File: src/rtl/irqv_pkg.sv
package irqv_pkg;

    typedef enum logic [1:0] {
        TOP_IDLE  = 2'd0,
        TOP_ACK   = 2'd1,
        TOP_FETCH = 2'd2
    } top_state_e;

    typedef enum logic [1:0] {
        FET_IDLE = 2'd0,
        FET_HI   = 2'd1,
        FET_LO   = 2'd2,
        FET_DONE = 2'd3
    } fet_state_e;

    localparam logic [1:0] PAGE_BITS = 2'b01;

endpackage

File: src/rtl/irqv_ack_timer.sv
module irqv_ack_timer #(
    parameter int CAP_CYC  = 38,
    parameter int HOLD_CYC = 200
) (
    input  logic clk,
    input  logic rst_n,
    input  logic start,
    output logic ack,
    output logic cap_pulse,
    output logic done_pulse
);
    localparam int CW = $clog2(HOLD_CYC + 1);

    typedef struct packed {
        logic          active;
        logic [CW-1:0] cnt;
    } tmr_t;

    tmr_t r_q, r_d;

    always_comb begin
        r_d        = r_q;
        cap_pulse  = r_q.active && (r_q.cnt == CW'(CAP_CYC - 1));
        done_pulse = r_q.active && (r_q.cnt == CW'(HOLD_CYC - 1));
        if (!r_q.active) begin
            if (start) begin
                r_d.active = 1'b1;
                r_d.cnt    = '0;
            end
        end else if (done_pulse) begin
            r_d.active = 1'b0;
            r_d.cnt    = '0;
        end else begin
            r_d.cnt = r_q.cnt + 1'b1;
        end
    end

    always_ff @(posedge clk) begin
        if (!rst_n) r_q <= '0;
        else        r_q <= r_d;
    end

    assign ack = r_q.active;

endmodule

File: src/rtl/irqv_vec_fetch.sv
module irqv_vec_fetch
    import irqv_pkg::*;
#(
    parameter int VEC_W  = 6,
    parameter int DATA_W = 8,
    localparam int AW    = 2 + VEC_W + 1
) (
    input  logic                clk,
    input  logic                rst_n,
    input  logic                start,
    input  logic [VEC_W-1:0]    vec,
    output logic                rd_en,
    output logic [AW-1:0]       rd_addr,
    input  logic [DATA_W-1:0]   rd_data,
    input  logic                rd_valid,
    output logic                done,
    output logic [2*DATA_W-1:0] entry
);
    typedef struct packed {
        fet_state_e        st;
        logic [DATA_W-1:0] hi;
        logic [DATA_W-1:0] lo;
    } fet_t;

    fet_t r_q, r_d;

    always_comb begin
        r_d     = r_q;
        rd_en   = (r_q.st == FET_HI) || (r_q.st == FET_LO);
        rd_addr = {PAGE_BITS, vec, (r_q.st == FET_LO)};
        done    = (r_q.st == FET_DONE);
        entry   = {r_q.hi, r_q.lo};
        unique case (r_q.st)
            FET_IDLE: if (start) r_d.st = FET_HI;
            FET_HI: if (rd_valid) begin
                r_d.hi = rd_data;
                r_d.st = FET_LO;
            end
            FET_LO: if (rd_valid) begin
                r_d.lo = rd_data;
                r_d.st = FET_DONE;
            end
            FET_DONE: r_d.st = FET_IDLE;
            default:  r_d.st = FET_IDLE;
        endcase
    end

    always_ff @(posedge clk) begin
        if (!rst_n) begin
            r_q.st <= FET_IDLE;
            r_q.hi <= '0;
            r_q.lo <= '0;
        end else begin
            r_q <= r_d;
        end
    end

endmodule

File: src/rtl/irq_vector_seq.sv
module irq_vector_seq
    import irqv_pkg::*;
#(
    parameter int ACK_CAPTURE_CYC = 38,
    parameter int ACK_HOLD_CYC    = 200,
    parameter int VEC_W           = 6,
    parameter int DATA_W          = 8,
    localparam int AW             = 2 + VEC_W + 1
) (
    input  logic                clk,
    input  logic                rst_n,
    input  logic                irq_req,
    input  logic                insn_end,
    input  logic                insn_priv,
    input  logic [DATA_W-1:0]   idata_in,
    output logic                iack,
    output logic                mem_rd_en,
    output logic [AW-1:0]       mem_rd_addr,
    input  logic [DATA_W-1:0]   mem_rd_data,
    input  logic                mem_rd_valid,
    output logic                busy,
    output logic                call_stb,
    output logic [2*DATA_W-1:0] call_addr
);
    typedef struct packed {
        top_state_e       st;
        logic [VEC_W-1:0] vec;
    } top_t;

    top_t r_q, r_d;
    logic take, cap_pulse, ack_done, fet_done;

    irqv_ack_timer #(
        .CAP_CYC  (ACK_CAPTURE_CYC),
        .HOLD_CYC (ACK_HOLD_CYC)
    ) i_timer (
        .clk        (clk),
        .rst_n      (rst_n),
        .start      (take),
        .ack        (iack),
        .cap_pulse  (cap_pulse),
        .done_pulse (ack_done)
    );

    irqv_vec_fetch #(
        .VEC_W  (VEC_W),
        .DATA_W (DATA_W)
    ) i_fetch (
        .clk      (clk),
        .rst_n    (rst_n),
        .start    (ack_done),
        .vec      (r_q.vec),
        .rd_en    (mem_rd_en),
        .rd_addr  (mem_rd_addr),
        .rd_data  (mem_rd_data),
        .rd_valid (mem_rd_valid),
        .done     (fet_done),
        .entry    (call_addr)
    );

    always_comb begin
        r_d  = r_q;
        take = 1'b0;
        unique case (r_q.st)
            TOP_IDLE: if (insn_end && irq_req && !insn_priv) begin
                take   = 1'b1;
                r_d.st = TOP_ACK;
            end
            TOP_ACK: begin
                if (cap_pulse) r_d.vec = idata_in[VEC_W-1:0];
                if (ack_done)  r_d.st  = TOP_FETCH;
            end
            TOP_FETCH: if (fet_done) r_d.st = TOP_IDLE;
            default: r_d.st = TOP_IDLE;
        endcase
    end

    always_ff @(posedge clk) begin
        if (!rst_n) begin
            r_q.st  <= TOP_IDLE;
            r_q.vec <= '0;
        end else begin
            r_q <= r_d;
        end
    end

    assign busy     = (r_q.st != TOP_IDLE);
    assign call_stb = fet_done;

endmodule

File: config.mk
export PLATFORM = sky130hd
export DESIGN_NAME = irq_vector_seq
export DESIGN_NICKNAME = d
export VERILOG_FILES = /design/src/rtl/irqv_pkg.sv /design/src/rtl/irqv_ack_timer.sv /design/src/rtl/irqv_vec_fetch.sv /design/src/rtl/irq_vector_seq.sv
export SDC_FILE = /design/constraint.sdc
export NUM_CORES = 1
export LEC_CHECK = 0
export ABC_AREA = 1
export BUFFER_PORTS_ARGS = -buffer_cell sky130_fd_sc_hd__clkbuf_2
export CAP_MARGIN = 10
export CORE_MARGIN = 3
export CORE_UTILIZATION = 45
export DETAILED_ROUTE_END_ITERATION = 16
export GPL_ROUTABILITY_DRIVEN = 0
export PLACE_DENSITY = 0.82
export SLEW_MARGIN = 20
export SYNTH_ARGS = -nofsm -noshare
export SYNTH_HDL_FRONTEND = slang
export SYNTH_HIERARCHICAL = 1
export SYNTH_SLANG_ARGS = --single-unit
File: constraint.sdc
create_clock -name clk -period 2 [get_ports clk]
set_input_delay 0.2 -clock clk [delete_from_list [all_inputs] [get_ports clk]]
set_output_delay 0.2 -clock clk [all_outputs]
set_load 0.05 [all_outputs]
==> impl_metrics.py, run 1 <==
metrics = {
    "run_status": {
        "status": "finished, final reports clean",
    },
    "global_routing": {
        "antenna_found_initial": 0,
        "grt_pass1_wl_um": 5740,
        "grt_util_all_layers_pct": 14.3,
        "grt_start_max_net_pins": 31,
        "first_global_vias": 1378,
        "grt_overflow_total": 0,
    },
    "sta": {
        "skew_ns": 0.00526,
        "max_freq_mhz": 637,
        "rsz0062_at_grt": "no",
        "tightest_slew_ns": 0.526,
        "finalSetupTns_ns": 0,
        "setup_viol": 0,
        "relSlewSlack_pct": 64.9,
        "hold_viol_final": 0,
        "post-route-period-util_pct": 78.5,
        "slew_viol_final": 0,
        "final.min_clock_period_ns": 1.57,
    },
    "finish": {
        "nNetsFinal": 304,
        "antennaDiodeCount": 0,
        "drive_above_1_share_pct": 27.5,
        "nFillCells": 362,
        "stdcell_count": 324,
        "design_area_um2": 2030,
        "syn_to_final_growth_pct": 12.6,
    },
    "synthesis": {
        "synth_top_cell_area_share_pct": 38.8,
        "synth_cells": 248,
        "synth_edf_count": 0,
        "synth.most_common_cell": "nor2_1",
        "yosysWarnings": 6,
        "synthTopCellsByArea": "dfxtp_1, nor2_1, buf_4",
        "synth_area_leader_cell": "dfxtp_1",
        "synth.distinct_cells": 27,
        "synth_fp_nets": 277,
        "synth_flop_cell": "dfxtp_1",
        "syn_avg_cell_area_um2": 7.28,
        "syn_area_um2": 1800,
        "ys_ff_latch": 35,
        "async_flop_share_pct": 0,
        "synth_common_cells": "nor2_1, dfxtp_1, nand2_1, inv_1, buf_4",
        "ys_seq_area_share_pct": 38.8,
    },
    "critical_path": {
        "crit_slowest_cell": "dfxtp_1",
        "start_kind": "flip-flop",
        "path_delay_family": "flip-flops",
        "crit_required_ns": 1.80,
        "slowest_delay_ns": 0.42,
        "cp-end-kind": "output pin",
        "crit_type": "reg -> out",
        "crit_chain": "inv_1 > ha_1 > clkbuf_2",
        "arrival_ns": 1.37,
        "crit_buf_inv": 2,
        "worst-path-max-fanout": 6,
        "path_depth": 3,
        "r2r_cells": 11,
    },
    "min_path": {
        "min_path_cells": 3,
        "hold_class": "in -> reg",
    },
    "routing": {
        "num_vias": 1499,
        "ant_nets": 0,
        "drtIter0Drc": 93,
        "drt_drc_violations_left": 0,
        "viasPerCell": 4.63,
        "firstDrtPassIters": 4,
        "wl_per_cell_um": 10.4,
        "routed_wl_um": 3370,
    },
    "pwr": {
        "p_total_uw": 1870,
        "ir_drop_uv": 321,
        "power_density_nw_per_um2": 922,
        "leakage_uw": 0.000968,
    },
    "clocking": {
        "cts_setup_buffers": 0,
        "numCtsBuffers": 5,
        "cts_root_buf": "clkbuf_8",
        "clk_pin_slew_ns": 0.07,
        "clock_sinks": 35,
        "insertion_delay_ns": 0.29,
        "h-tree-depth": 2,
        "cts_tree": "done",
        "cts_buffer_depth": 2,
        "hold_buffers": 0,
        "cts-resized-gates": 0,
    },
    "floorplan": {
        "dieArea_um2": 4810,
        "die_height_um": 69.3,
        "start_util_pct": 47.8,
        "ioPinCount": 51,
        "num_rows": 22,
        "core-area_um2": 3770,
        "die_x_um": 69.3,
    },
    "flow_run": {
        "max_cap_violations": 0,
    },
    "placed_design": {
        "place_inst": 316,
        "placed_area_um2": 1900,
        "io_buffers": 46,
        "dp_hpwl_um": 2450,
    },
}
==> tightest hold or removal path: stages <==
cell and delay, ns:
clkbuf_2 0.07, nor2_1 0.04, nor2_2 0.08
==> state kept, by name (all words and copies together) (netlist names), named ones only <==
signal and cells:
i_fetch/entry 16, i_timer/r_q 8, r_q 8, i_fetch/r_q 1, i_timer/ack 1
==> layer usage <==
metal / GRT usage (%) / part of all wire (%) / up-vias
li1: - / - / 792
met1: 17.3 / 44 / 664
met2: 24.2 / 49 / 38
met3: 2.75 / 4.9 / 5
met4: 7.16 / 1.2 / 0
met5: 0 / 0 / -
==> power breakdown <==
group / total [uW] / switching (uW) / internal, uW / leakage, uW
Clock: 745 / 247 / 498 / 0.0000654
Sequential: 765 / 28.7 / 736 / 0.000283
Combinational: 361 / 267 / 93.9 / 0.000620
Total: 1870 / 543 / 1330 / 0.000968
==> kinds of logic after synthesis <==
| logic type | count (synthesis) | share of synthesized area, % |
|---|---|---|
| XOR/XNOR | 3 | 1.46 |
| adder cells (fa/ha/maj) | 7 | 4.85 |
| AO/OA/AOI/OAI | 30 | 8.88 |
| flip-flops | 35 | 38.8 |
| buffers and inverters | 57 | 17.3 |
| AND/OR/NAND/NOR | 114 | 28.2 |
| other | 2 | 0.416 |
==> cell type report <==
cell class                      instances  area [um^2]  share of cell area (%)
Multi-Input combinational cell        156          791                    38.9
Clock buffer                            6         72.6                    3.57
Sequential cell                        35          701                    34.5
Tap cell                               48         60.1                    2.96
Clock inverter                          2         60.1                    2.96
Inverter                               31          116                    5.73
Timing Repair Buffer                   46          230                    11.3
==> layout by cell type, fill, tap and decap left out <==
cell / instances
o21a_1: 1
o21ai_1: 3
nand4_1: 3
o21ai_0: 17
nor2_4: 1
clkbuf_2: 46
a21oi_1: 7
xor2_1: 3
nand3b_2: 1
o21ai_2: 1
bufinv_16: 2
nor2_1: 55
a21oi_2: 1
conb_1: 2
dfxtp_1: 35
clkbuf_1: 1
nor2_2: 5
nand3b_1: 2
inv_2: 5
nand2_2: 6
or2_4: 1
ha_1: 7
clkbuf_8: 5
or2_2: 1
nand3_1: 8
inv_1: 26
nand3_2: 1
nand2_1: 30
==> final timing paths <==
path | from | to | slack, ns
hold reg to reg | i_fetch/entry[2] | i_fetch/entry[2] | 0.48
hold / removal | idata_in[3] | r_q[3] | 0.14
setup / recovery | i_fetch/r_q[16] | mem_rd_en | 0.43
setup reg to reg | i_timer/r_q[1] | flip-flop | 0.44
==> metrics by stage <==
stage / utilization (%) / setup slack [ns] / hold WS, ns
final: 53.8 / 0.430 / 0.142
after global routing: 53.8 / 0.250 / 0.138
after CTS: 53.8 / 0.429 / 0.140
after detailed placement: 50.3 / 0.502 / 0.436
after global placement: 50.3 / 0.545 / 0.429
after floorplan: - / 0.495 / 0.317
Note: power is estimated with default switching activity, not from simulation.
==> inputs of run 2 (changes only) <==
clock period = 1.55 ns   (was 2 ns; I/O delays follow)
==> run 2 against run 1 <==
  * First-iteration DRC count down 13%
  * Wire length down 1.0%
  * Cell area up 1.7%
  * Cell count up 0.31%
  * Power up 29%
  * Global-route usage down 0.75 points
  * Register-to-register slack worse by 0.28 ns
  * Combinational power up 32%
  * Critical path depth unchanged
  * Largest cell class unchanged
  * Largest power group unchanged
  * Highest routed layer unchanged
==> impl_metrics.py, run 2 (synthesis results as in run 1) <==
metrics = {
    "finish": {
        "design_area_um2": 2060,
        "syn_to_final_growth_pct": 14.4,
        "nFillCells": 375,
        "multiInputGateArea_um2": 813,
        "regArea_um2": 704,
        "antennaDiodeCount": 0,
        "nNetsFinal": 305,
        "drive_above_1_share_pct": 31.0,
        "final_common_cell": "nor2_1",
        "largest_reg_flops": 16,
        "layout_common_cells": "nor2_1, clkbuf_2, dfxtp_1, nand2_1, inv_1",
    },
    "floorplan": {
        "num_rows": 22,
        "die_x_um": 69.3,
        "die_height_um": 69.3,
        "core-area_um2": 3770,
        "ioPinCount": 51,
        "start_util_pct": 47.8,
        "dieArea_um2": 4810,
    },
    "clocking": {
        "cts_buffer_depth": 2,
        "cts_root_buf": "clkbuf_8",
        "cts_tree": "done",
        "clock_sinks": 35,
        "clk_pin_slew_ns": 0.07,
        "hold_buffers": 0,
        "numCtsBuffers": 5,
        "insertion_delay_ns": 0.28,
        "h-tree-depth": 2,
        "cts_setup_buffers": 0,
    },
    "routing": {
        "firstDrtPassIters": 4,
        "drt_drc_violations_left": 0,
        "wl_per_cell_um": 10.3,
        "drtIter0Drc": 81,
        "viasPerCell": 4.60,
        "routed_wl_um": 3340,
        "ant_nets": 0,
        "num_vias": 1496,
    },
    "critical_path": {
        "r2r_cells": 11,
        "r2r_slack_ns": 0.16,
        "crit_end": "mem_rd_addr[0]",
        "arrival_ns": 1.29,
        "start_kind": "flip-flop",
        "crit_type": "reg -> out",
        "crit_required_ns": 1.39,
        "cp-end-kind": "output pin",
        "rr_startpoint": "i_timer/r_q[1]",
        "startpoint": "i_fetch/r_q[16]",
        "worst-path-max-fanout": 6,
    },
    "placed_design": {
        "dp_hpwl_um": 2470,
        "io_buffers": 46,
        "placed_area_um2": 1910,
    },
    "min_path": {
        "hold_class": "in -> reg",
        "min_path_cells": 3,
    },
    "pwr": {
        "leakage_uw": 0.000972,
        "ir_drop_uv": 439,
        "power_density_nw_per_um2": 1170,
    },
    "sta": {
        "final.min_clock_period_ns": 1.44,
        "relSlewSlack_pct": 65.0,
        "skew_ns": 0.00522,
        "max_freq_mhz": 693,
        "hold_viol_final": 0,
        "finalSetupTns_ns": 0,
        "setup_viol": 0,
        "post-route-period-util_pct": 93.1,
        "tightest_slew_ns": 0.525,
        "slew_viol_final": 0,
    },
    "global_routing": {
        "first_global_vias": 1312,
        "grt_start_max_net_pins": 31,
        "antenna_found_initial": 0,
        "grt_util_all_layers_pct": 13.6,
        "grt_overflow_total": 0,
        "grt_pass1_wl_um": 5460,
    },
    "run_status": {
        "status": "finished, final reports clean",
    },
    "flow_run": {
        "max_cap_violations": 0,
    },
}
## run 2: report_power, final
group,total [uW],switching [uW],internal (uW)
Combinational,475,349,126
Sequential,988,35.7,952
Clock,960,317,643
Total,2420,702,1720
## run 2: metal layers
layer	vias to the layer above	routed length, um	track usage, %
li1	794	-	-
met1	667	1530	16.6
met2	28	1630	22.8
met3	7	119	2.61
met4	0	56	6.51
met5	-	0	0
## run 2: layout make-up
type | count | area share (%)
Sequential cell | 35 | 34.1
Multi-Input combinational cell | 156 | 39.4
Tap cell | 48 | 2.91
Timing Repair Buffer | 47 | 11.5
Clock buffer | 6 | 3.52
Clock inverter | 2 | 2.91
Inverter | 31 | 5.64
## run 2: worst min path at each step
stage | startpoint | endpoint | slack (ns)
floorplan | rst_n | i_timer/r_q[1] | 0.27
global placement | idata_in[1] | r_q[1] | 0.39
detailed placement | idata_in[1] | r_q[1] | 0.39
CTS | idata_in[1] | r_q[1] | 0.09
global route | idata_in[1] | r_q[1] | 0.10
finish | idata_in[1] | r_q[1] | 0.1
## run 2: stage by stage
| step | power [uW] | util [%] | setup WS [ns] | std cells | hold WS (ns) |
|---|---|---|---|---|---|
| final | 2420 | 54.7 | 0.106 | 325 | 0.0952 |
| after global routing | 2520 | 54.7 | -0.0203 | 325 | 0.101 |
| after CTS | 2440 | 54.0 | 0.00694 | 325 | 0.0907 |
| after detailed placement | 1480 | 50.5 | 0.0539 | 317 | 0.389 |
| after global placement | 1470 | 50.5 | 0.101 | 317 | 0.386 |
| after floorplan | 1420 | - | 0.0446 | 248 | 0.272 |
## run 2: timing repair
item                                   CTS  global route
gates resized for setup                  0            12
endpoints found under the hold margin    0             0
setup endpoints to repair                0             6
## run 2: critical path: stages (launching register included)
cell and delay, ns:
dfxtp_2 0.35, inv_1 0.10, ha_1 0.26, buf_2 0.30
==> inputs of run 3 (changes only) <==
ABC_AREA = unset   (was 1)
CORE_MARGIN = 2   (was 3)
PLACE_DENSITY = 0.71   (was 0.82)
==> run 3 against run 2 <==
  * The run now ends with negative setup slack left
  * Critical path depth increased by 3
  * Die area decreased by 6.1%
  * Largest power group unchanged
  * Power decreased by 31%
  * Area after synthesis decreased by 0.42%
  * Worst hold slack improved by 0.0013 ns
  * Via count decreased by 2.5%
  * Critical endpoint is now r_q[4]
==> impl_metrics.py, run 3 <==
metrics = {
    "synthesis": {
        "synth_common_cells": "nand2_1, dfxtp_1, buf_4, a21oi_1, nand3_1",
        "ys_ff_latch": 35,
        "synth_cells": 213,
        "async_flop_share_pct": 0,
        "syn_area_um2": 1800,
        "synthTopCellsByArea": "dfxtp_1, buf_4, nand2_1",
        "synth.most_common_cell": "nand2_1",
        "yosysWarnings": 6,
        "synth.distinct_cells": 40,
        "ys_seq_area_share_pct": 39.0,
        "synth_flop_cell": "dfxtp_1",
        "synth_edf_count": 0,
        "syn_avg_cell_area_um2": 8.44,
        "synth_top_cell_area_share_pct": 39.0,
        "synth_area_leader_cell": "dfxtp_1",
        "synth_fp_nets": 242,
    },
    "global_routing": {
        "antenna_found_initial": 0,
        "grt_util_all_layers_pct": 16.2,
        "grt_overflow_total": 0,
        "first_global_vias": 1281,
        "grt_pass1_wl_um": 5520,
        "grt_start_max_net_pins": 18,
    },
    "routing": {
        "wl_per_cell_um": 11.5,
        "firstDrtPassIters": 4,
        "num_vias": 1459,
        "routed_wl_um": 3410,
        "ant_nets": 0,
        "drtIter0Drc": 73,
        "drt_drc_violations_left": 0,
        "viasPerCell": 4.93,
    },
    "clocking": {
        "cts_tree": "done",
        "h-tree-depth": 2,
        "clock_sinks": 35,
        "cts_buffer_depth": 2,
        "numCtsBuffers": 5,
        "cts_root_buf": "clkbuf_8",
        "clk_pin_slew_ns": 0.07,
        "insertion_delay_ns": 0.28,
        "hold_buffers": 0,
    },
    "sta": {
        "post-route-period-util_pct": 103,
        "final.min_clock_period_ns": 1.60,
        "max_freq_mhz": 627,
        "setup_viol": 4,
        "rsz0062_at_grt": "yes",
        "skew_ns": 0.0137,
        "holdWs_ns": 0.0966,
        "fin_ws_ns": -0.0456,
        "slew_viol_final": 0,
        "hold_viol_final": 0,
    },
    "critical_path": {
        "crit_required_ns": 1.76,
        "rr_startpoint": "i_timer/r_q[4]",
        "arrival_ns": 1.80,
        "r2r_slack_ns": -0.05,
        "crit_type": "reg -> reg",
        "cp-end-kind": "flip-flop",
        "worst-path-max-fanout": 6,
        "reg2reg_to": "r_q[4]",
        "crit_end": "r_q[4]",
        "startpoint": "i_timer/r_q[4]",
        "start_kind": "flip-flop",
        "r2r_cells": 6,
    },
    "run_status": {
        "status": "complete, but fails checks",
        "violations": "negative setup slack",
    },
    "floorplan": {
        "ioPinCount": 51,
        "dieArea_um2": 4510,
        "core-area_um2": 3740,
        "die_height_um": 67.2,
        "start_util_pct": 48.0,
        "num_rows": 22,
        "die_x_um": 67.2,
    },
    "pwr": {
        "pwr-share-seq_pct": 54.3,
        "power.internal_uw": 1260,
        "ir_drop_uv": 744,
        "leakage_uw": 0.000833,
        "switching_share_pct": 24.9,
        "pwr-share-clk_pct": 38.7,
        "power_density_nw_per_um2": 801,
        "p_switching_uw": 417,
        "pwr-share-comb_pct": 7.0,
    },
    "finish": {
        "antennaDiodeCount": 0,
        "largest_reg_flops": 16,
        "final_common_cell": "nand2_1",
        "finish.utilization_pct": 56.0,
        "layout_common_cells": "nand2_1, clkbuf_2, dfxtp_1, a21oi_1, nand3_1",
        "syn_to_final_growth_pct": 16.6,
        "nNetsFinal": 276,
        "drive_above_1_share_pct": 35.1,
    },
    "min_path": {
        "hold_class": "in -> reg",
        "min-delay-start": "idata_in[3]",
    },
    "placed_design": {
        "io_buffers": 46,
        "dp_hpwl_um": 2550,
    },
    "flow_run": {
        "max_cap_violations": 0,
    },
}
==> run 3: repair_timing <==
action                                  in CTS  in global routing
endpoints found under the hold margin        0                  0
endpoints found under the setup margin       9                 13
pin swaps                                    1                  1
buffers inserted                             0                  1
gates resized for setup                      2                  7
==> run 3: per-layer routing <==
layer / global-route usage (%) / share of wire (%) / vias up
met5: 0 / 0 / -
met4: 6.89 / 1.8 / 0
met3: 5.17 / 5.5 / 8
met2: 26.0 / 47 / 34
met1: 19.9 / 46 / 653
li1: - / - / 764
==> run 3: kinds of logic after synthesis <==
kind of cell | synth area share (%)
simple gates | 24.3
compound gates | 13.7
buf+inv | 13.3
flops | 39.0
fa+ha+maj | 4.87
mux | 3.90
other cells | 0.418
xor+xnor | 0.488
==> run 3: worst min-delay path by stage <==
stage             end  slack [ns]  depth (start not counted)
2_1_floorplan  r_q[6]        0.25                          1
3_3_place_gp   r_q[6]        0.38                          2
3_5_place_dp   r_q[3]        0.39                          3
4_1_cts        r_q[3]        0.09                          3
5_1_grt        r_q[1]        0.10                          3
6_report       r_q[3]         0.1                          3
==> run 3: worst max-delay path, stage by stage (launching register included) <==
cell and delay (ns):
dfxtp_1 0.31, or3b_4 0.42, nor4_2 0.12, and2_1 0.15
and3b_2 0.20, buf_12 0.12, mux2i_1 0.19
==> run 3: layout make-up <==
| cell class | count | area (um^2) |
|---|---|---|
| Clock buffer | 5 | 68.8 |
| Clock inverter | 3 | 18.8 |
| Fill cell | 366 | 1650 |
| Inverter | 5 | 18.8 |
| Multi-Input combinational cell | 142 | 883 |
| Sequential cell | 35 | 708 |
| Tap cell | 48 | 60.1 |
| Timing Repair Buffer | 58 | 338 |
==> run 3: metrics by stage <==
stage / area (um^2) / cells / setup TNS [ns] / total power [uW] / worst slack (ns)
after floorplan: 1820 / 213 / 0 / 1000 / 0.00222
after global placement: 1980 / 287 / -0.0461 / 1040 / -0.00923
after detailed placement: 1980 / 287 / -0.238 / 1040 / -0.0810
after CTS: 2070 / 295 / -0.311 / 1690 / -0.0985
after global routing: 2100 / 296 / -0.703 / 1760 / -0.118
final: 2100 / 296 / -0.0585 / 1680 / -0.0456
==> run 3: power groups by stage <==
stage | Combinational, uW | Clock (uW) | Sequential [uW]
after floorplan | 67.5 | 0 | 934
after CTS | 113 | 667 | 911
final | 117 | 649 | 912
after global routing | 129 | 718 | 912
after global placement | 111 | 0 | 932
after detailed placement | 113 | 0 | 932
